`src/rtl/shsr_pkg.sv`:
```
package shsr_pkg;
  typedef enum logic [1:0] {
    OP_HOLD  = 2'd0,
    OP_SHIFT = 2'd1,
    OP_LOAD  = 2'd2,
    OP_CLEAR = 2'd3
  } shsr_op_e;
endpackage

```
`src/rtl/shsr_ctrl.sv`:
```
module shsr_ctrl
  import shsr_pkg::*;
(
  input  logic     rst,
  input  logic     sel_n,
  input  logic     load_mode,
  output shsr_op_e op
);
  // Priority: reset, then select, then mode.
  always_comb begin
    if (rst)            op = OP_CLEAR;
    else if (sel_n)     op = OP_HOLD;
    else if (load_mode) op = OP_LOAD;
    else                op = OP_SHIFT;
  end
endmodule

```
`src/rtl/shsr_stage_array.sv`:
```
module shsr_stage_array
  import shsr_pkg::*;
#(
  parameter int WIDTH = 16
) (
  input  logic             clk,
  input  shsr_op_e         op,
  input  logic             ser_in,
  input  logic [WIDTH-1:0] par_in,
  output logic [WIDTH-1:0] q
);
  for (genvar i = 0; i < WIDTH; i++) begin : g_stage
    logic shift_src;
    logic stage_r;

    if (i == 0) begin : g_bottom
      assign shift_src = ser_in;
    end else begin : g_upper
      assign shift_src = q[i-1];
    end

    always_ff @(negedge clk) begin
      case (op)
        OP_CLEAR: stage_r <= 1'b0;
        OP_LOAD:  stage_r <= par_in[i];
        OP_SHIFT: stage_r <= shift_src;
        default:  stage_r <= stage_r;
      endcase
    end

    assign q[i] = stage_r;
  end
endmodule

```
`src/rtl/shsr_cs_monitor.sv`:
```
module shsr_cs_monitor (
  input  logic clk,
  input  logic rst,
  input  logic sel_n,
  output logic violation
);
  // Select level at the start of the high phase.
  logic sel_at_rise;

  always_ff @(posedge clk) begin
    if (rst) sel_at_rise <= 1'b1;
    else     sel_at_rise <= sel_n;
  end

  // Low at the rising edge and high at the falling edge means it rose while clk was high.
  always_ff @(negedge clk) begin
    if (rst)                         violation <= 1'b0;
    else if (sel_n && !sel_at_rise)  violation <= 1'b1;
  end
endmodule

```
`src/rtl/shsr_top.sv`:
```
module shsr_top
  import shsr_pkg::*;
#(
  parameter int WIDTH = 16
) (
  input  logic             clk,
  input  logic             rst,
  input  logic             sel_n,
  input  logic             load_mode,
  input  logic             ser_in,
  input  logic [WIDTH-1:0] par_in,
  output logic             ser_out,
  output logic             cs_violation
);
  localparam int TOP = WIDTH - 1;

  shsr_op_e         op;
  logic [WIDTH-1:0] stage_q;

  shsr_ctrl ctrl_i (
    .rst       (rst),
    .sel_n     (sel_n),
    .load_mode (load_mode),
    .op        (op)
  );

  shsr_stage_array #(.WIDTH(WIDTH)) stages_i (
    .clk    (clk),
    .op     (op),
    .ser_in (ser_in),
    .par_in (par_in),
    .q      (stage_q)
  );

  shsr_cs_monitor mon_i (
    .clk       (clk),
    .rst       (rst),
    .sel_n     (sel_n),
    .violation (cs_violation)
  );

  assign ser_out = stage_q[TOP];
endmodule

```
`config.mk`:
```
export PLATFORM = sky130hd
export DESIGN_NAME = shsr_top
export DESIGN_NICKNAME = d
export VERILOG_FILES = /design/src/rtl/shsr_pkg.sv /design/src/rtl/shsr_ctrl.sv /design/src/rtl/shsr_stage_array.sv /design/src/rtl/shsr_cs_monitor.sv /design/src/rtl/shsr_top.sv
export SDC_FILE = /design/constraint.sdc
export NUM_CORES = 1
export LEC_CHECK = 0
export ABC_AREA = 0
export BUFFER_PORTS_ARGS = -buffer_cell sky130_fd_sc_hd__buf_2
export CAP_MARGIN = 5
export CORE_AREA = 2 2 46 48
export DETAILED_ROUTE_END_ITERATION = 8
export DIE_AREA = 0 0 48 50
export GPL_ROUTABILITY_DRIVEN = 1
export MAX_ROUTING_LAYER = met4
export PLACE_DENSITY = 0.73
export SLEW_MARGIN = 30
export SYNTH_ARGS = -nofsm -noshare
export SYNTH_HDL_FRONTEND = slang
export SYNTH_SLANG_ARGS = --single-unit
```
`constraint.sdc`:
```
create_clock -name clk -period 1.6 [get_ports clk]
set_input_delay 0.08 -clock clk [delete_from_list [all_inputs] [get_ports clk]]
set_output_delay 0.08 -clock clk [all_outputs]
set_load 0.05 [all_outputs]
```
==> flow_summary.json, run 1 <==
{
  "h-tree-depth": 1,
  "skew_ns": 0.0578,
  "synth_top_area_share_pct": 52.7,
  "slew_headroom_pct": 87.6,
  "reg2regPathDepth": 2,
  "drv_slew": 0,
  "min-delay-path-class": "input port to flop",
  "cpLargestDelayFamily": "flip-flops",
  "regArea_um2": 522,
  "synth.area.top_cells": "edfxtp_1 53%, a22oi_2 14%, nor2_1 7.4%",
  "wl_per_cell_um": 13.5,
  "die_w_um": 48,
  "ys_top_cells_by_count": "18 x nor2_1, 16 x edfxtp_1, 10 x a22oi_2, 6 x a22oi_1, 4 x inv_1",
  "synth_compound_area_share_pct": 20.6,
  "fillCellCount": 135,
  "setup_slack_ns": -0.199,
  "area_growth_pct": 55.4,
  "ys_ff_latch": 18,
  "drt_iter0_drc": 5,
  "die_area_um2": 2400,
  "seq_area_frac_synth_pct": 57.1,
  "crit_chain": "buf_6",
  "synth_mux_area_share_pct": 0,
  "die_y_um": 50,
  "yosys_warnings": 0,
  "antenna_left": 0,
  "startpoint": "stages_i.g_stage[15].stage_r$_DFFE_NP_",
  "grt_pass1_vias": 820,
  "synthesis.nets": 95,
  "setup_violations": 33,
  "grt_first_pass_wirelength_mm": 3.26,
  "via_per_inst": 4.89,
  "row_count": 16,
  "drive_gt1_share_pct": 54.6,
  "worstMarginPinSlew_ns": 0.186,
  "pre_cts_ws_ns": -0.468,
  "portBuffers": 22,
  "worstPathBufferInverterCount": 1,
  "place_inst": 120,
  "ir_drop_mv": 0.515,
  "wirelength_mm": 1.96,
  "critPathMaxFanout": 1,
  "gp_routability_congestion": 0.725,
  "crit_path_start_kind": "flop",
  "critical_path_class": "flop to output pin",
  "core_um2": 1900,
  "synth-main-ff-cell": "edfxtp_1",
  "dr.pass1.iters": 4,
  "whs_endpoint": "mon_i.sel_at_rise$_SDFF_PP1_",
  "diodes": 0,
  "r2r_slack_ns": 0.23,
  "synth-edff-count": 16,
  "power.leakage_nw": 0.619,
  "ctsHoldBuffers": 0,
  "start_util_pct": 47.9,
  "cap_violations": 0,
  "final_util_pct": 74.4,
  "hold_start": "sel_n",
  "synthCells": 71,
  "async_reset_ff_share_pct": 0,
  "crit-reg2reg-launch": "mon_i.sel_at_rise$_SDFF_PP1_",
  "violations": "negative setup slack",
  "hpwl_mm": 1.08,
  "overflow": 0,
  "clock_sinks": 18,
  "nets": 144,
  "drc": 0,
  "run_status": "finished, violations left",
  "syn_area_um2": 911,
  "grt_max_degree": 17,
  "multiInputGateArea_um2": 408,
  "cp.required_ns": 1.52,
  "yosys.cell_count.top_type": "nor2_1",
  "worstSkewPairLatency_ns": 0.35,
  "cp_slowest_stage_delay_ns": 0.38,
  "yosys.area.top_type": "edfxtp_1",
  "worst-path-stages": 1,
  "end_kind": "output pin",
  "synth_xor_area_share_pct": 0,
  "cts_buffers": 3,
  "min_path_cells": 3,
  "p_per_area_nw_per_um2": 880,
  "dr_total_vias": 714,
  "grt.total_usage_pct": 20.1,
  "r2r_end": "mon_i.violation$_SDFFE_NP0P_",
  "final_cells": 146,
  "io_pins": 23,
  "synth_adder_area_share_pct": 4.12,
  "rsz0062_at_grt": "yes",
  "hold_viol": 0,
  "avgSynthCellArea_um2": 12.8,
  "cts_tree": "built",
  "ys_types": 15,
  "crit_slowest_cell": "edfxtp_1",
  "synth_top_family_by_area": "compound AO/OA/AOI/OAI gates",
  "grt_antenna_before_repair": 0,
  "path_clk_slew_ns": 0.11,
  "cts_max_path_buffers": 2,
  "yosys.area_share.simple_pct": 9.48,
  "worst-endpoint-arrival_ns": 1.72,
  "root_buffer": "clkbuf_4"
}
==> worst max path at each step <==
stage / slack (ns) / to
floorplan: -0.40 / stages_i.g_stage[10].shift_src$_DFFE_NP_
global placement: -0.43 / stages_i.g_stage[10].stage_r$_DFFE_NP_
detailed placement: -0.47 / stages_i.g_stage[13].stage_r$_DFFE_NP_
CTS: -0.21 / ser_out
global route: -0.25 / ser_out
finish: -0.20 / ser_out
==> routing by layer <==
layer | vias to the layer above | track usage (%) | routed length, um
met5 | - | - | 0
met2 | 15 | 34.9 | 1090
met4 | 0 | 9.01 | 11
li1 | 352 | - | -
met1 | 345 | 18.6 | 800
met3 | 2 | 6.96 | 64
==> through the flow <==
step	total power [mW]	setup TNS, ns	instance area (um^2)	hold slack [ns]
2_1_floorplan	0.763	-9.39	943	0.184
3_3_place_gp	0.827	-12.62	1110	0.432
3_5_place_dp	0.833	-13.54	1110	0.437
4_1_cts	1.24	-0.806	1370	0.0613
5_1_grt	1.34	-1.61	1420	0.0736
6_report	1.25	-1.38	1420	0.0790
==> registers in the layout, summed over array words and instances, names as in the netlist <==
signal                      flops
mon_i.sel_at_rise               1
mon_i.violation                 1
stages_i.g_stage.shift_src      1
stages_i.g_stage.stage_r       15
==> kinds of logic (layout without fill, tap and decap cells) <==
logic type               count (synthesis)  after routing
AO/OA/AOI/OAI                           19             19
flip-flops                              18             18
adder cells (fa/ha/maj)                  3              3
AND/OR/NAND/NOR                         21             21
buffers and inverters                   10             58
==> power by group <==
group	switching [mW]	internal, mW	total [mW]
combinational	0.119	0.139	0.258
sequential	0.0170	0.558	0.575
clock	0.265	0.148	0.413
total	0.400	0.845	1.25
==> what timing repair did <==
item / 4_1_cts / 5_1_grt
endpoints found under the setup margin: 33 / 25
pin swaps: 9 / 2
cloned: 1 / 1
gates resized for setup: 28 / 3
setup buffers: 3 / 1
==> cell type report <==
cell class / instances / share of cell area, %
multi-input combinational: 43 / 28.8
timing repair buffer: 34 / 24.4
clock buffer: 3 / 1.59
tap: 27 / 2.39
sequential: 18 / 36.9
inverter: 3 / 1.06
clock inverter: 18 / 4.86
==> layout by cell type, fill, tap and decap left out <==
cell	count
a21o_1	1
clkbuf_16	1
a21oi_4	1
edfxtp_1	16
nor2_1	16
buf_2	17
buf_4	3
nor2_4	2
dfxtp_1	1
clkinv_2	1
clkinvlp_4	1
nand2b_1	1
inv_1	18
buf_8	4
buf_6	4
or2_4	1
clkbuf_4	3
buf_16	1
a21oi_1	1
or2_2	1
buf_12	4
dfxtp_2	1
inv_2	1
a22oi_2	16
ha_4	3
Note: power is estimated with default switching activity, not from simulation.
==> run 2, diff against run 1 <==
--- a/config.mk
+++ b/config.mk
@@ -10,8 +10,7 @@
 export CAP_MARGIN = 5
-export CORE_AREA = 2 2 46 48
+export CORE_AREA = 2 2 75 48
 export DETAILED_ROUTE_END_ITERATION = 8
-export DIE_AREA = 0 0 48 50
+export DIE_AREA = 0 0 77 50
 export GPL_ROUTABILITY_DRIVEN = 1
 export MAX_ROUTING_LAYER = met4
-export PLACE_DENSITY = 0.73
 export SLEW_MARGIN = 30
--- a/constraint.sdc
+++ b/constraint.sdc
@@ -3,2 +3,2 @@
 set_output_delay 0.08 -clock clk [all_outputs]
-set_load 0.05 [all_outputs]
+set_load 0.01 [all_outputs]
==> flow_summary.json, run 2 (synthesis results as in run 1) <==
{
  "place_area_um2": 1120,
  "min-delay-path-class": "input port to flop",
  "worst-path-stages": 6,
  "core_um2": 3160,
  "min_path_cells": 3,
  "p_per_area_nw_per_um2": 955,
  "run_status": "finished, violations left",
  "grt_antenna_before_repair": 0,
  "worstMarginPinSlew_ns": 0.277,
  "regMostFlops": "stages_i.g_stage.stage_r",
  "wl_per_cell_um": 12.4,
  "via_per_inst": 4.35,
  "drv_slew": 0,
  "drc": 0,
  "place_inst": 137,
  "dr_total_vias": 696,
  "overflow": 0,
  "worst-endpoint-arrival_ns": 0.97,
  "slew_headroom_pct": 81.6,
  "dr.pass1.iters": 4,
  "nets": 140,
  "cp_slowest_stage_delay_ns": 0.25,
  "grt_max_degree": 17,
  "critical_path_class": "input port to flop",
  "end_kind": "flop",
  "largest_reg_flops": 15,
  "setup_violations": 34,
  "hold_viol": 0,
  "setup_slack_ns": -0.103,
  "die_y_um": 50,
  "antenna_left": 0,
  "worstSkewPairLatency_ns": 0.33,
  "hpwl_mm": 1.16,
  "root_buffer": "clkbuf_8",
  "skew_ns": 0.0688,
  "grt_first_pass_wirelength_mm": 3.04,
  "cts_tree": "built",
  "final_cell_mix": "18 x inv_1, 18 x buf_2, 16 x a22oi_2, 16 x nor2_1, 16 x edfxtp_1",
  "drive_gt1_share_pct": 53.0,
  "violations": "negative setup slack",
  "h-tree-depth": 1,
  "crit_slowest_cell": "or2_4",
  "reg2regPathDepth": 2,
  "clock_sinks": 18,
  "cts_max_path_buffers": 2,
  "cp.required_ns": 0.87,
  "cap_violations": 0,
  "crit_chain": "buf_8, or2_4, ha_4, buf_8, a22oi_2, nor2_1",
  "critPathMaxFanout": 8,
  "worstPathBufferInverterCount": 2,
  "grt.total_usage_pct": 10.9,
  "crit_path_start_kind": "input port",
  "die_area_um2": 3850,
  "power.leakage_nw": 0.591,
  "start_util_pct": 28.8,
  "cts_buffers": 3,
  "grt_pass1_vias": 702,
  "ir_drop_mv": 0.387,
  "path_common_cell": "buf_8",
  "finalInstanceArea_um2": 1370,
  "ctsHoldBuffers": 0,
  "io_pins": 23,
  "gp_routability_congestion": 0.728,
  "wirelength_mm": 1.99,
  "die_w_um": 77,
  "portBuffers": 22,
  "drt_iter0_drc": 30,
  "rsz0062_at_grt": "yes",
  "path_clk_slew_ns": 0.08,
  "cpLargestDelayFamily": "simple AND/OR/NAND/NOR gates",
  "row_count": 16,
  "diodes": 0,
  "final_cells": 160,
  "area_growth_pct": 50.5
}
[run 2: changes by cell type in the layout (fill, tap and decap cells not counted)]
cell       previous run  this run
nor2_4                2         1
clkbuf_16             1         0
buf_6                 4         2
buf_4                 3         2
clkbuf_4              3         0
ha_4                  3         2
buf_2                17        18
buf_12                4         3
nor2_2                0         1
ha_2                  0         1
clkbuf_8              0         3
[run 2: worst paths after layout]
kind,slack (ns),from,endpoint
max,-0.10,rst,stages_i.g_stage[8].stage_r$_DFFE_NP_
min,0.11,sel_n,mon_i.sel_at_rise$_SDFF_PP1_
max reg2reg,0.24,mon_i.sel_at_rise$_SDFF_PP1_,mon_i.violation$_SDFFE_NP0P_
min reg2reg,0.45,mon_i.violation$_SDFFE_NP0P_,mon_i.violation$_SDFFE_NP0P_
[run 2: area by class of cell]
cell class                      instances  area (um^2)
Fill cell                             321         1790
Multi-Input combinational cell         43          393
Sequential cell                        18          522
Tap cell                               45         56.3
Clock buffer                            3         41.3
Clock inverter                         18         68.8
Timing Repair Buffer                   30          275
Inverter                                3         15.0
[run 2: stage by stage]
stage / total power [mW] / setup slack [ns] / setup TNS (ns) / utilization (%) / hold WS [ns]
final: 1.31 / -0.103 / -1.90 / 43.4 / 0.114
after detailed placement: 0.820 / -0.464 / -13.24 / 35.4 / 0.439
after floorplan: 0.752 / -0.403 / -9.39 / - / 0.184
after CTS: 1.32 / -0.0992 / -2.37 / 42.5 / 0.106
after global routing: 1.41 / -0.122 / -2.62 / 43.4 / 0.111
after global placement: 0.815 / -0.442 / -12.67 / 35.4 / 0.429
[run 2: layer usage]
layer	wire length (um)	track usage, %	share of wire [%]	vias up
met2	946	17.3	48	15
li1	-	-	-	344
met3	98	5.31	4.9	2
met5	0	-	0	-
met4	8	4.76	0.40	0
met1	937	11.9	47	335
[run 2: repair_timing]
| action | 4_1_cts | 5_1_grt |
|---|---|---|
| endpoints found under the setup margin | 34 | 34 |
| cloned | 1 | 0 |
| buffers inserted | 3 | 0 |
| gates resized for setup | 19 | 6 |
| endpoints found under the hold margin | 0 | 0 |
| pin swaps | 8 | 2 |
[run 2: power by group]
group          internal [mW]  switching (mW)
registers              0.559          0.0166
logic                  0.131           0.104
clock network          0.229           0.269
[run 2: worst min-delay path, delay by kind of cell]
kind / cells / cell delay [ns]
simple gates: 1 / 0.09
buf+inv: 2 / 0.18
==> run 3, diff against run 2 <==
- CORE_AREA: 2 2 75 48 -> 2 2 81 52
- DIE_AREA: 0 0 77 50 -> 0 0 83 54
- SKIP_LAST_GASP: unset -> 1
- SYNTH_HIERARCHICAL: unset -> 1
==> flow_summary.json, run 3 <==
{
  "run_status": "finished, violations left",
  "violations": "negative setup slack",
  "whs_endpoint": "mon_i/sel_at_rise$_SDFF_PP1_",
  "p_per_area_nw_per_um2": 933,
  "overflow": 0,
  "switching_share_pct": 29.5,
  "cts_buffers": 3,
  "critical_path_class": "input port to flop",
  "wl_per_cell_um": 12.8,
  "drt_iter0_drc": 17,
  "antenna_left": 0,
  "root_buffer": "clkbuf_8",
  "hpwl_mm": 1.26,
  "cp.required_ns": 0.87,
  "combPwrFrac_pct": 17.7,
  "die_y_um": 54,
  "crit_slowest_cell": "ha_4",
  "drive_gt1_share_pct": 52.2,
  "min_path_cells": 2,
  "row_count": 18,
  "clkPwrFrac_pct": 38.3,
  "drc": 0,
  "grt_antenna_before_repair": 0,
  "grt_first_pass_wirelength_mm": 3.17,
  "hold_start": "rst",
  "fillCellCount": 402,
  "dr_total_vias": 689,
  "area_growth_pct": 43.8,
  "skew_ns": 0.0645,
  "gp_routability_congestion": 0.679,
  "rsz0062_at_grt": "yes",
  "intPower_mw": 0.919,
  "multiInputGateArea_um2": 415,
  "cap_violations": 0,
  "cts_tree": "built",
  "syn_area_um2": 971,
  "drv_slew": 0,
  "regMostFlops": "stages_i/g_stage.stage_r",
  "h-tree-depth": 1,
  "place_inst": 142,
  "final_cell_mix": "18 x buf_2, 18 x inv_1, 16 x edfxtp_1",
  "via_per_inst": 4.18,
  "met1_length_mm": 1.06,
  "portBuffers": 22,
  "diodes": 0,
  "setup_slack_ns": -0.147,
  "die_w_um": 83,
  "end_kind": "flop",
  "setup_violations": 34,
  "clock_sinks": 18,
  "power.leakage_nw": 0.595,
  "path_common_cell": "inv_2",
  "crit_path_start_kind": "input port",
  "slew_headroom_pct": 81.9,
  "synthCells": 71,
  "ir_drop_mv": 0.299,
  "dr_wl_met2_um": 931,
  "crit_chain": "buf_8, inv_2, a21o_1, inv_2, ha_4, a22oi_1, nor2b_1",
  "die_area_um2": 4480,
  "top_layer_used": "met4",
  "grt_pass1_vias": 688,
  "reg2regPathDepth": 2,
  "crit-reg2reg-launch": "mon_i/sel_at_rise$_SDFF_PP1_",
  "worstSkewPairLatency_ns": 0.32,
  "final_cells": 165,
  "cts_max_path_buffers": 2,
  "start_util_pct": 25.2,
  "cp_slowest_stage_delay_ns": 0.25,
  "grt_max_degree": 17,
  "yosys_warnings": 6,
  "wirelength_mm": 2.11,
  "r2r_end": "mon_i/violation$_SDFFE_NP0P_",
  "worst-endpoint-arrival_ns": 1.01,
  "regArea_um2": 522,
  "switching_power_mw": 0.384,
  "synthesis.nets": 95,
  "nets": 140,
  "path_clk_slew_ns": 0.08,
  "dr.pass1.iters": 3,
  "critPathMaxFanout": 16,
  "io_pins": 23,
  "worst_hold_slack_ns": 0.0140,
  "seqPwrFrac_pct": 44.0,
  "worstMarginPinSlew_ns": 0.272,
  "min-delay-path-class": "input port to flop",
  "hold_viol": 0,
  "met3WireLength_um": 115,
  "core_um2": 3850,
  "avgSynthCellArea_um2": 13.7,
  "largest_reg_flops": 15,
  "grt.total_usage_pct": 9.86,
  "r2r_slack_ns": 0.23
}
==> run 3: layout make-up <==
class,count,area share (%)
clock inverters,18,4.93
clock buffers,3,2.96
flip-flops and latches,18,37.4
well taps,50,4.48
multi-input cells,40,29.7
repair buffers,31,18.9
inverters,5,1.61
==> run 3: power groups by stage <==
| stage | combinational (mW) | sequential [mW] | clock (mW) |
|---|---|---|---|
| floorplan | 0.126 | 0.577 | 0.0718 |
| CTS | 0.190 | 0.574 | 0.521 |
| global placement | 0.174 | 0.578 | 0.0718 |
| finish | 0.230 | 0.574 | 0.499 |
| global route | 0.248 | 0.577 | 0.581 |
| detailed placement | 0.178 | 0.579 | 0.0718 |
==> run 3: critical path: cells and delay by family <==
family | cells | cell delay (ns)
adder cells (fa/ha/maj) | 1 | 0.25
AND/OR/NAND/NOR | 1 | 0.07
AO/OA/AOI/OAI | 2 | 0.38
buffers and inverters | 3 | 0.21
==> run 3: worst max-delay path by stage <==
stage                from                                endpoint
floorplan           sel_n  stages_i/g_stage[12].stage_r$_DFFE_NP_
global placement    sel_n   stages_i/g_stage[2].stage_r$_DFFE_NP_
detailed placement    rst   stages_i/g_stage[3].stage_r$_DFFE_NP_
CTS                 sel_n   stages_i/g_stage[2].stage_r$_DFFE_NP_
global route        sel_n   stages_i/g_stage[1].stage_r$_DFFE_NP_
finish              sel_n   stages_i/g_stage[2].stage_r$_DFFE_NP_
==> run 3: per-layer routing <==
layer / track usage [%] / up-vias
met5: - / -
met3: 5.98 / 2
met2: 14.9 / 17
li1: - / 342
met4: 2.73 / 0
met1: 11.1 / 328
==> run 3: timing repair <==
item,4_1_cts,5_1_grt
hold buffers,0,0
setup buffers,0,3
setup endpoints to repair,34,34
pin swaps,1,0
resized for setup,9,9
cloned,0,1
==> run 3: per-stage QoR <==
step	util (%)	setup WS [ns]	cell area [um^2]	total power, mW	setup TNS (ns)
6_report	36.3	-0.147	1400	1.30	-3.64
5_1_grt	36.3	-0.179	1400	1.41	-4.04
4_1_cts	33.9	-0.113	1310	1.28	-2.91
3_5_place_dp	30.3	-0.528	1170	0.829	-14.99
3_3_place_gp	30.3	-0.501	1170	0.823	-13.97
2_1_floorplan	-	-0.353	1010	0.775	-8.77
